[src/rtl/acq_pkg.sv]
package acq_pkg;

    typedef enum logic [1:0] {
        MODE_WIDE = 2'b00,
        MODE_LOW  = 2'b01,
        MODE_HIGH = 2'b10,
        MODE_SLOW = 2'b11
    } acq_mode_e;

endpackage

[src/rtl/acq_slow_div.sv]
module acq_slow_div #(
    parameter int DIV_W = 16
) (
    input  logic             clk,
    input  logic             rst_n,
    input  logic             en_i,
    input  logic             restart_i,
    input  logic             tick_base_i,
    input  logic [DIV_W-1:0] div_i,
    output logic             tick_o
);

    typedef struct packed {
        logic [DIV_W-1:0] cnt;
    } div_st_t;

    div_st_t st_d, st_q;
    logic [DIV_W-1:0] limit;

    always_comb begin
        st_d   = st_q;
        tick_o = 1'b0;
        limit  = (div_i == '0) ? '0 : div_i - 1'b1;
        if (!en_i || restart_i) begin
            st_d.cnt = '0;
        end else if (tick_base_i) begin
            if (st_q.cnt >= limit) begin
                tick_o   = 1'b1;
                st_d.cnt = '0;
            end else begin
                st_d.cnt = st_q.cnt + 1'b1;
            end
        end
    end

    always_ff @(posedge clk) begin
        if (!rst_n) st_q <= '0;
        else        st_q <= st_d;
    end

    // a slow tick only appears on a counted base tick in slow mode
    a_r5_fire_on_base: assert property (@(posedge clk) disable iff (!rst_n)
        tick_o |-> (tick_base_i && en_i && !restart_i));

    // counter restarts after firing
    a_r5_cnt_clear: assert property (@(posedge clk) disable iff (!rst_n)
        tick_o |=> (st_q.cnt == '0));

endmodule

[src/rtl/acq_lane_pack.sv]
module acq_lane_pack #(
    parameter int CH_W = 16
) (
    input  logic            clk,
    input  logic            rst_n,
    input  logic            en_i,
    input  logic            upper_i,
    input  logic            restart_i,
    input  logic            tick_i,
    input  logic [CH_W-1:0] din_i,
    output logic            emit_o,
    output logic [CH_W-1:0] word_o
);

    localparam int LANE_W = CH_W / 2;

    typedef struct packed {
        logic              phase;
        logic [LANE_W-1:0] first;
    } pack_st_t;

    pack_st_t st_d, st_q;
    logic [LANE_W-1:0] lane_byte;

    always_comb begin
        lane_byte = upper_i ? din_i[CH_W-1:LANE_W] : din_i[LANE_W-1:0];
        st_d      = st_q;
        emit_o    = 1'b0;
        word_o    = {lane_byte, st_q.first};
        if (!en_i) begin
            st_d.phase = 1'b0;
        end else if (restart_i) begin
            st_d.phase = tick_i;
            if (tick_i) st_d.first = lane_byte;
        end else if (tick_i) begin
            if (!st_q.phase) begin
                st_d.phase = 1'b1;
                st_d.first = lane_byte;
            end else begin
                st_d.phase = 1'b0;
                emit_o     = 1'b1;
            end
        end
    end

    always_ff @(posedge clk) begin
        if (!rst_n) st_q <= '0;
        else        st_q <= st_d;
    end

    // a restart never completes a word
    a_r6_no_half_word: assert property (@(posedge clk) disable iff (!rst_n)
        restart_i |-> !emit_o);

    // a word completes only on the second tick of a pair
    a_r3_pair_emit: assert property (@(posedge clk) disable iff (!rst_n)
        emit_o |=> (st_q.phase == 1'b0));

endmodule

[src/rtl/acq_front.sv]
module acq_front #(
    parameter int CH_W  = 16,
    parameter int DIV_W = 16
) (
    input  logic             clk,
    input  logic             rst_n,
    input  logic [1:0]       mode_i,
    input  logic             tick_full_i,
    input  logic             tick_half_i,
    input  logic             tick_base_i,
    input  logic [DIV_W-1:0] div_i,
    input  logic [CH_W-1:0]  din_i,
    output logic [CH_W-1:0]  data_o,
    output logic             valid_o
);
    import acq_pkg::*;

    typedef struct packed {
        logic [1:0]      mode;
        logic [CH_W-1:0] data;
        logic            valid;
    } front_st_t;

    front_st_t st_d, st_q;
    acq_mode_e mode_sel;
    logic      restart;
    logic      narrow_en;
    logic      slow_en;
    logic      pk_emit;
    logic [CH_W-1:0] pk_word;
    logic      slow_tick;

    assign mode_sel  = acq_mode_e'(mode_i);
    assign restart   = (mode_i != st_q.mode);
    assign narrow_en = (mode_sel == MODE_LOW) || (mode_sel == MODE_HIGH);
    assign slow_en   = (mode_sel == MODE_SLOW);

    acq_lane_pack #(.CH_W(CH_W)) i_pack (
        .clk       (clk),
        .rst_n     (rst_n),
        .en_i      (narrow_en),
        .upper_i   (mode_sel == MODE_HIGH),
        .restart_i (restart),
        .tick_i    (tick_half_i),
        .din_i     (din_i),
        .emit_o    (pk_emit),
        .word_o    (pk_word)
    );

    acq_slow_div #(.DIV_W(DIV_W)) i_div (
        .clk         (clk),
        .rst_n       (rst_n),
        .en_i        (slow_en),
        .restart_i   (restart),
        .tick_base_i (tick_base_i),
        .div_i       (div_i),
        .tick_o      (slow_tick)
    );

    always_comb begin
        st_d       = st_q;
        st_d.mode  = mode_i;
        st_d.valid = 1'b0;
        unique case (mode_sel)
            MODE_WIDE: if (tick_full_i) begin
                st_d.valid = 1'b1;
                st_d.data  = din_i;
            end
            MODE_LOW, MODE_HIGH: if (pk_emit) begin
                st_d.valid = 1'b1;
                st_d.data  = pk_word;
            end
            MODE_SLOW: if (slow_tick) begin
                st_d.valid = 1'b1;
                st_d.data  = din_i;
            end
            default: ;
        endcase
    end

    always_ff @(posedge clk) begin
        if (!rst_n) st_q <= '0;
        else        st_q <= st_d;
    end

    assign data_o  = st_q.data;
    assign valid_o = st_q.valid;

    // wide tick yields the sampled bus next cycle
    a_r2_wide_capture: assert property (@(posedge clk) disable iff (!rst_n)
        (mode_i == 2'b00 && tick_full_i) |=> (valid_o && data_o == $past(din_i)));

    // data only moves together with valid
    a_r7_hold: assert property (@(posedge clk) disable iff (!rst_n)
        !valid_o |-> $stable(data_o));

    // without its own tick, wide mode emits nothing
    a_r8_wide_ignore: assert property (@(posedge clk) disable iff (!rst_n)
        (mode_i == 2'b00 && !tick_full_i) |=> !valid_o);

    // without a half tick, narrow modes emit nothing
    a_r8_narrow_ignore: assert property (@(posedge clk) disable iff (!rst_n)
        ((mode_i == 2'b01 || mode_i == 2'b10) && !tick_half_i) |=> !valid_o);

    // slow mode emits only after a base tick
    a_r5_slow_base: assert property (@(posedge clk) disable iff (!rst_n)
        (mode_i == 2'b11 && !tick_base_i) |=> !valid_o);

endmodule

[config.mk]
export PLATFORM = sky130hd
export DESIGN_NAME = acq_front
export DESIGN_NICKNAME = d
export VERILOG_FILES = /design/src/rtl/acq_pkg.sv /design/src/rtl/acq_slow_div.sv /design/src/rtl/acq_lane_pack.sv /design/src/rtl/acq_front.sv
export SDC_FILE = /design/constraint.sdc
export NUM_CORES = 1
export LEC_CHECK = 0
export ABC_AREA = 1
export BUFFER_PORTS_ARGS = -buffer_cell sky130_fd_sc_hd__buf_2
export CORE_MARGIN = 2
export CORE_UTILIZATION = 40
export CTS_CLUSTER_SIZE = 8
export DETAILED_ROUTE_END_ITERATION = 6
export PLACE_DENSITY = 0.71
export SLEW_MARGIN = 20
export SYNTH_ARGS = -nofsm -noshare
export SYNTH_HDL_FRONTEND = slang
export SYNTH_HIERARCHICAL = 1
export SYNTH_SLANG_ARGS = --single-unit
[constraint.sdc]
create_clock -name clk -period 3.8 [get_ports clk]
set_input_delay 0.38 -clock clk [delete_from_list [all_inputs] [get_ports clk]]
set_output_delay 0.38 -clock clk [all_outputs]
set_load 0.1 [all_outputs]
Word level (Yosys, flattened, before mapping)
Index checks and enable logic that the tools add are counted.
{ "totals": {"out_inout_bits": 17, "reg_bits": 44, "in_bits": 39, "word_cells": 48} }
{ "op_classes": {"n_reduce_logical": 11, "n_eq_ne": 8, "muxes": 19, "order_cmp": 1, "bitwise": 1, "n_addsub": 2} }
{ "op_table": {"columns": ["op", "count"], "rows": [
  ["$mux W17", 3],
  ["$pmux W17 S3", 1],
  ["$mux W16", 2],
  ["$mux W8", 3],
  ["$mux W9", 2],
  ["$add A16 B1 Y16 const B", 1],
  ["$ge A16 B16 Y1", 1],
  ["$logic_not A16 Y1", 1],
  ["$sub A16 B1 Y16 const B", 1],
  ["$mux W1", 8],
  ["$reduce_and A3 Y1", 2],
  ["$eq A2 B2 Y1 const B", 2],
  ["$ne A2 B1 Y1 const B", 2],
  ["$ne A2 B2 Y1 const B", 2],
  ["$reduce_or A2 Y1", 2],
  ["$eq A2 B1 Y1 const B", 1],
  ["$logic_not A2 Y1", 1],
  ["$logic_or A1 B1 Y1", 2],
  ["$ne A2 B2 Y1", 1],
  ["$reduce_and A2 Y1", 1],
  ["$reduce_bool A2 Y1", 1],
  ["$logic_not A1 Y1", 1],
  ["$not A1 Y1", 1]
]} }

Logic depth before layout (Yosys ltp)
{ "depth": {"depth_word": 8, "mapped_depth": 26, "mapped_depth_nobuf": 24} }

By module
The synthesis kept the hierarchy.
{ "modules_own_cells": {"columns": ["mod", "area_each_um2", "cells_each", "instances", "seq_area_each_um2"], "rows": [
  ["acq_slow_div", 1655.3, 247, 1, 320.3],
  ["acq_front", 1569.0, 238, 1, 380.4],
  ["acq_lane_pack", 623.1, 111, 1, 180.2]
]} }

Worst setup path before layout
OpenSTA, ideal clock, no wires.
{ "synth_path": {"kind": "in2reg", "startpoint": "input div_i[0]", "endpoint": "register st_q, in the netlist data_o[15]", "cell_stages": 24, "arrival_ps": 2693, "n_path_buf": 2, "path_slack_ps": 996, "setup_ps": 112, "t_required_ps": 3688, "cell_sequence": "inv_1 ha_1 nand2_1 nor3_1 or2_2 nand3_1 ha_1 nand2_1 inv_1 nand2_1 nor2_1 nor2_1 nand2_1 nand2_1 nand2_1 nand2_2 nor2_1 buf_6 inv_4 nand2_8 buf_2 nand4_1 nor2_1 nor2_1"} }
{ "synth_between": {"elab_chain_len": 8, "elab_cells_between_ends": 9, "classes_between": "add/sub (1); order compare (1); eq/ne (1); mux (4); reduce/logical (2)"} }
{ "synth_rtl": {"columns": ["item", "line", "text"], "rows": [
  ["start, declared", "acq_front.sv:11", "input logic [DIV_W-1:0] div_i,"],
  ["$sub A16 B1 Y16 or $logic_not A16 Y1 (tied branches)", "acq_slow_div.sv:23", "limit = (div_i == '0) ? '0 : div_i - 1'b1;"],
  ["$mux W16 (*)", "acq_slow_div.sv:23", null],
  ["$ge A16 B16 Y1 (*)", "acq_slow_div.sv:27", "if (st_q.cnt >= limit) begin"],
  ["$mux W1 (*)", "acq_slow_div.sv:27", null],
  ["$mux W1 (*)", "acq_slow_div.sv:26", "end else if (tick_base_i) begin"],
  ["$mux W1 (*)", "acq_slow_div.sv:24", "if (!en_i || restart_i) begin"],
  ["via slow_tick", "acq_front.sv:31", "logic slow_tick;"],
  ["$ne A2 B2 Y1 (no source line) (*)", null, null],
  ["$reduce_and A3 Y1 (no source line) (*)", null, null],
  ["end signal, assigned", "acq_front.sv:83", "else st_q <= st_d;"],
  ["end, declared", "acq_front.sv:24", "front_st_t st_d, st_q;"]
]} }
Mark *: on every way through the listed nets, which the timed path passes. The rest lies on a longest branch.
A chain may end at the register's enable or synchronous reset.

Worst setup path after layout
{ "layout_path": {"startpoint": "input div_i[0]", "endpoint": "register st_q, in the netlist data_o[11]"} }
Same word-level chain as after synthesis.

==> impl_metrics.ini <==
[run_status]
outcome = complete, no violations

[floorplanning]
core_area_um2 = 9280
die_w_um = 102
io_pins = 56
rows = 35
die_area_um2 = 10400
initial_utilization_pct = 41.4
die_h_um = 102

[worst_setup_path]
cp-start-kind = input pin
worst-setup-path-type = in -> reg
critPathMaxFanout = 17
worstPathBufferInverterCount = 4
max_stage_delay_ps = 280
cpMostUsedCell = nand2_1
crit_chain = buf_2, inv_1, ha_1, nand2_1, nor3_1, or2_2, nand3_1, ha_1, nand2_1, inv_1, nand2_1, nor2_1, nor2_1, nand2_1, nand2_1, nand2_1, nand2_2, nor2_1, inv_4, nand2_8, nand3_4, nand2_1, nand2_1, nor2_1
required_ps = 4030
cpMaxStageDelayCell = nor3_1
ff2ff_setup_slack_ps = 1490
cp_top_family = simple AND/OR/NAND/NOR gates
crit_path_end_kind = register
crit_arrival_ps = 3250

[final_layout]
layout-drive-gt1-share_pct = 19.9
multi_input_area_um2 = 2300
fill_cells = 1002
nets = 674
antenna_cells = 0
seq_area_um2 = 881
layout-area-overhead-vs-synth_pct = 5.27

[timing]
clock-skew-final_ps = 15.4
final.period_utilization_pct = 79.5
tightestPinTransition_ps = 525
period_needed_ps = 3020
rsz0062_at_grt = false
setup_violations = 0
finalHoldViolCount = 0
slew_violations = 0
max_clock_freq_ghz = 0.331
totalNegativeSetupSlack_ps = 0
slew_headroom_pct = 65.0

[cts]
postCtsSetupRepairBufs = 0
cts-hold-fix-buffers = 0
worst_skew_pair.late_latency_ps = 300
numClockSinks = 44
cts_tree = built
root_buffer = clkbuf_8
cts_buffers = 5
path_clk_slew_ps = 80
clock_path_buffers = 2
cts-resized-gates = 0
htree_levels = 2

[global_route]
first_global_vias = 3402
grt_max_degree = 35
overflow = 0
grt_util_all_layers_pct = 17.2
antenna_found_initial = 0
grt_first_pass_wirelength_um = 14900

[pwr]
seqPwrFrac_pct = 42.0
p_int_mw = 0.730
comb_power_share_pct = 31.9
totalPowerFinal_mw = 1.19
peakVddDrop_uv = 149
clockPowerShare_pct = 26.2
switching_share_pct = 38.7
power_switching_mw = 0.461
p_leak_nw = 1.93
pwr_density_cell_nw_per_um2 = 294

[drt]
drc = 0
drt-total-wl_um = 8610
wire_per_inst_um = 11.6
drtIter0Drc = 192
routed-via-count = 3672
ant_nets = 0
viasPerCell = 4.94
dr.pass1.iters = 4

[synthesis]
yosysSeqAreaShare_pct = 22.9
yosysUniqueCellTypes = 37
netlist_instances = 596
synth_area_per_cell_um2 = 6.46
syn_nets = 657
ys_ff_latch = 44
yosysWarnings = 6
synth_area_um2 = 3850

[flow_run]
maxCapViolCount = 0

[placement]
hpwl_um = 6550
port_buffers = 55
gp_congestion = 0.897

[min_path]
min-delay-path-class = in -> reg
[worst min-delay path, stage by stage]
cell     delay [ps]
buf_2           130
nand2_1          50
inv_1            40
[cells by family (layout without fill, tap and decap cells)]
| logic type | after synthesis | after routing | synth area share, % |
|---|---|---|---|
| multiplexers | 1 | 1 | 0.260 |
| flip-flops | 44 | 44 | 22.9 |
| XOR/XNOR | 17 | 17 | 3.87 |
| buffers and inverters | 129 | 147 | 17.5 |
| AND/OR/NAND/NOR | 343 | 343 | 42.5 |
| AO/OA/AOI/OAI | 40 | 40 | 5.76 |
| adder cells (fa/ha/maj) | 22 | 22 | 7.15 |
[path summary, 6_finish.rpt]
kind	startpoint	end	cells past startpoint
setup / recovery	div_i[0]	data_o[11]	24
hold / removal	mode_i[0]	st_q[17]	3
setup reg to reg	i_div/st_q[5]	data_o[11]	17
hold reg to reg	i_pack/word_o[3]	i_pack/word_o[3]	2
[final cells by class]
| class | count | area share, % |
|---|---|---|
| well taps | 129 | 3.99 |
| inverters | 79 | 7.51 |
| repair buffers | 60 | 7.72 |
| multi-input cells | 423 | 56.7 |
| clock inverters | 1 | 0.185 |
| clock buffers | 7 | 2.13 |
| flip-flops and latches | 44 | 21.7 |
[state kept, by name (all words and copies together) (netlist names)]
register       flops
valid_o            1
i_pack/word_o      8
i_pack/st_q        1
st_q               2
data_o            16
i_div/st_q        16
[per-layer routing]
metal	GRT usage, %	wire length [um]	vias up
li1	-	-	1894
met1	22.0	3810	1632
met2	30.6	4140	137
met3	2.26	552	9
met4	4.62	106	0
met5	0	0	-
[cell usage after synthesis]
cell type / instances / area share (%)
nand2_1: 127 / 12
nor2_1: 74 / 7.2
inv_1: 72 / 7.0
nand3_1: 68 / 8.8
dfxtp_1: 44 / 23
buf_4: 30 / 5.9
a21oi_1: 28 / 3.6
ha_1: 22 / 7.2
nand4_1: 20 / 3.3
nor2_2: 19 / 3.1
nand2_2: 13 / 2.1
xor2_1: 13 / 3.0
buf_2: 11 / 1.4
buf_6: 6 / 1.8
o21ai_0: 6 / 0.78
inv_2: 4 / 0.39
nor3_1: 4 / 0.52
xnor2_1: 4 / 0.91
inv_4: 3 / 0.49
nand2_8: 3 / 1.6
nand3_2: 3 / 0.78
or2_2: 3 / 0.49
clkbuf_1: 2 / 0.20
nor3_2: 2 / 0.52
nor4_1: 2 / 0.33
o21bai_1: 2 / 0.39
a21oi_4: 1 / 0.42
a31oi_1: 1 / 0.16
buf_8: 1 / 0.39
mux2i_1: 1 / 0.26
nand2_4: 1 / 0.29
nand3_4: 1 / 0.46
nand3b_1: 1 / 0.20
nor2_4: 1 / 0.29
nor3b_1: 1 / 0.20
o211ai_1: 1 / 0.20
o22ai_1: 1 / 0.16
[placed cells by master (no fill, tap or decap), drive strengths merged, types with 6 or more instances in the layout]
master	netlist	routed
nand3	72	72
clkbuf	2	7
xor2	13	13
inv	79	79
ha	22	22
nand2	144	144
nor3	6	6
a21oi	29	29
nand4	20	20
buf	48	60
dfxtp	44	44
o21ai	6	6
nor2	94	94
[power by group through the flow]
stage               logic [mW]  clock network, mW  registers, mW
CTS                      0.379              0.321          0.500
finish                   0.379              0.312          0.500
floorplan                0.333                  0          0.511
global route             0.416              0.335          0.503
detailed placement       0.378                  0          0.510
global placement         0.372                  0          0.509
[through the flow]
| step | utilization [%] | instance area (um2) | setup WS [ps] | hold WS (ps) | instances |
|---|---|---|---|---|---|
| finish | 43.6 | 4050 | 779 | 330 | 743 |
| detailed placement | 42.6 | 3960 | 465 | 480 | 735 |
| global placement | 42.6 | 3960 | 571 | 469 | 735 |
| floorplan | - | 3850 | 996 | 455 | 596 |
| global route | 43.6 | 4050 | 329 | 339 | 743 |
| CTS | 43.6 | 4050 | 767 | 330 | 743 |
(Power assumes the default switching activity.)
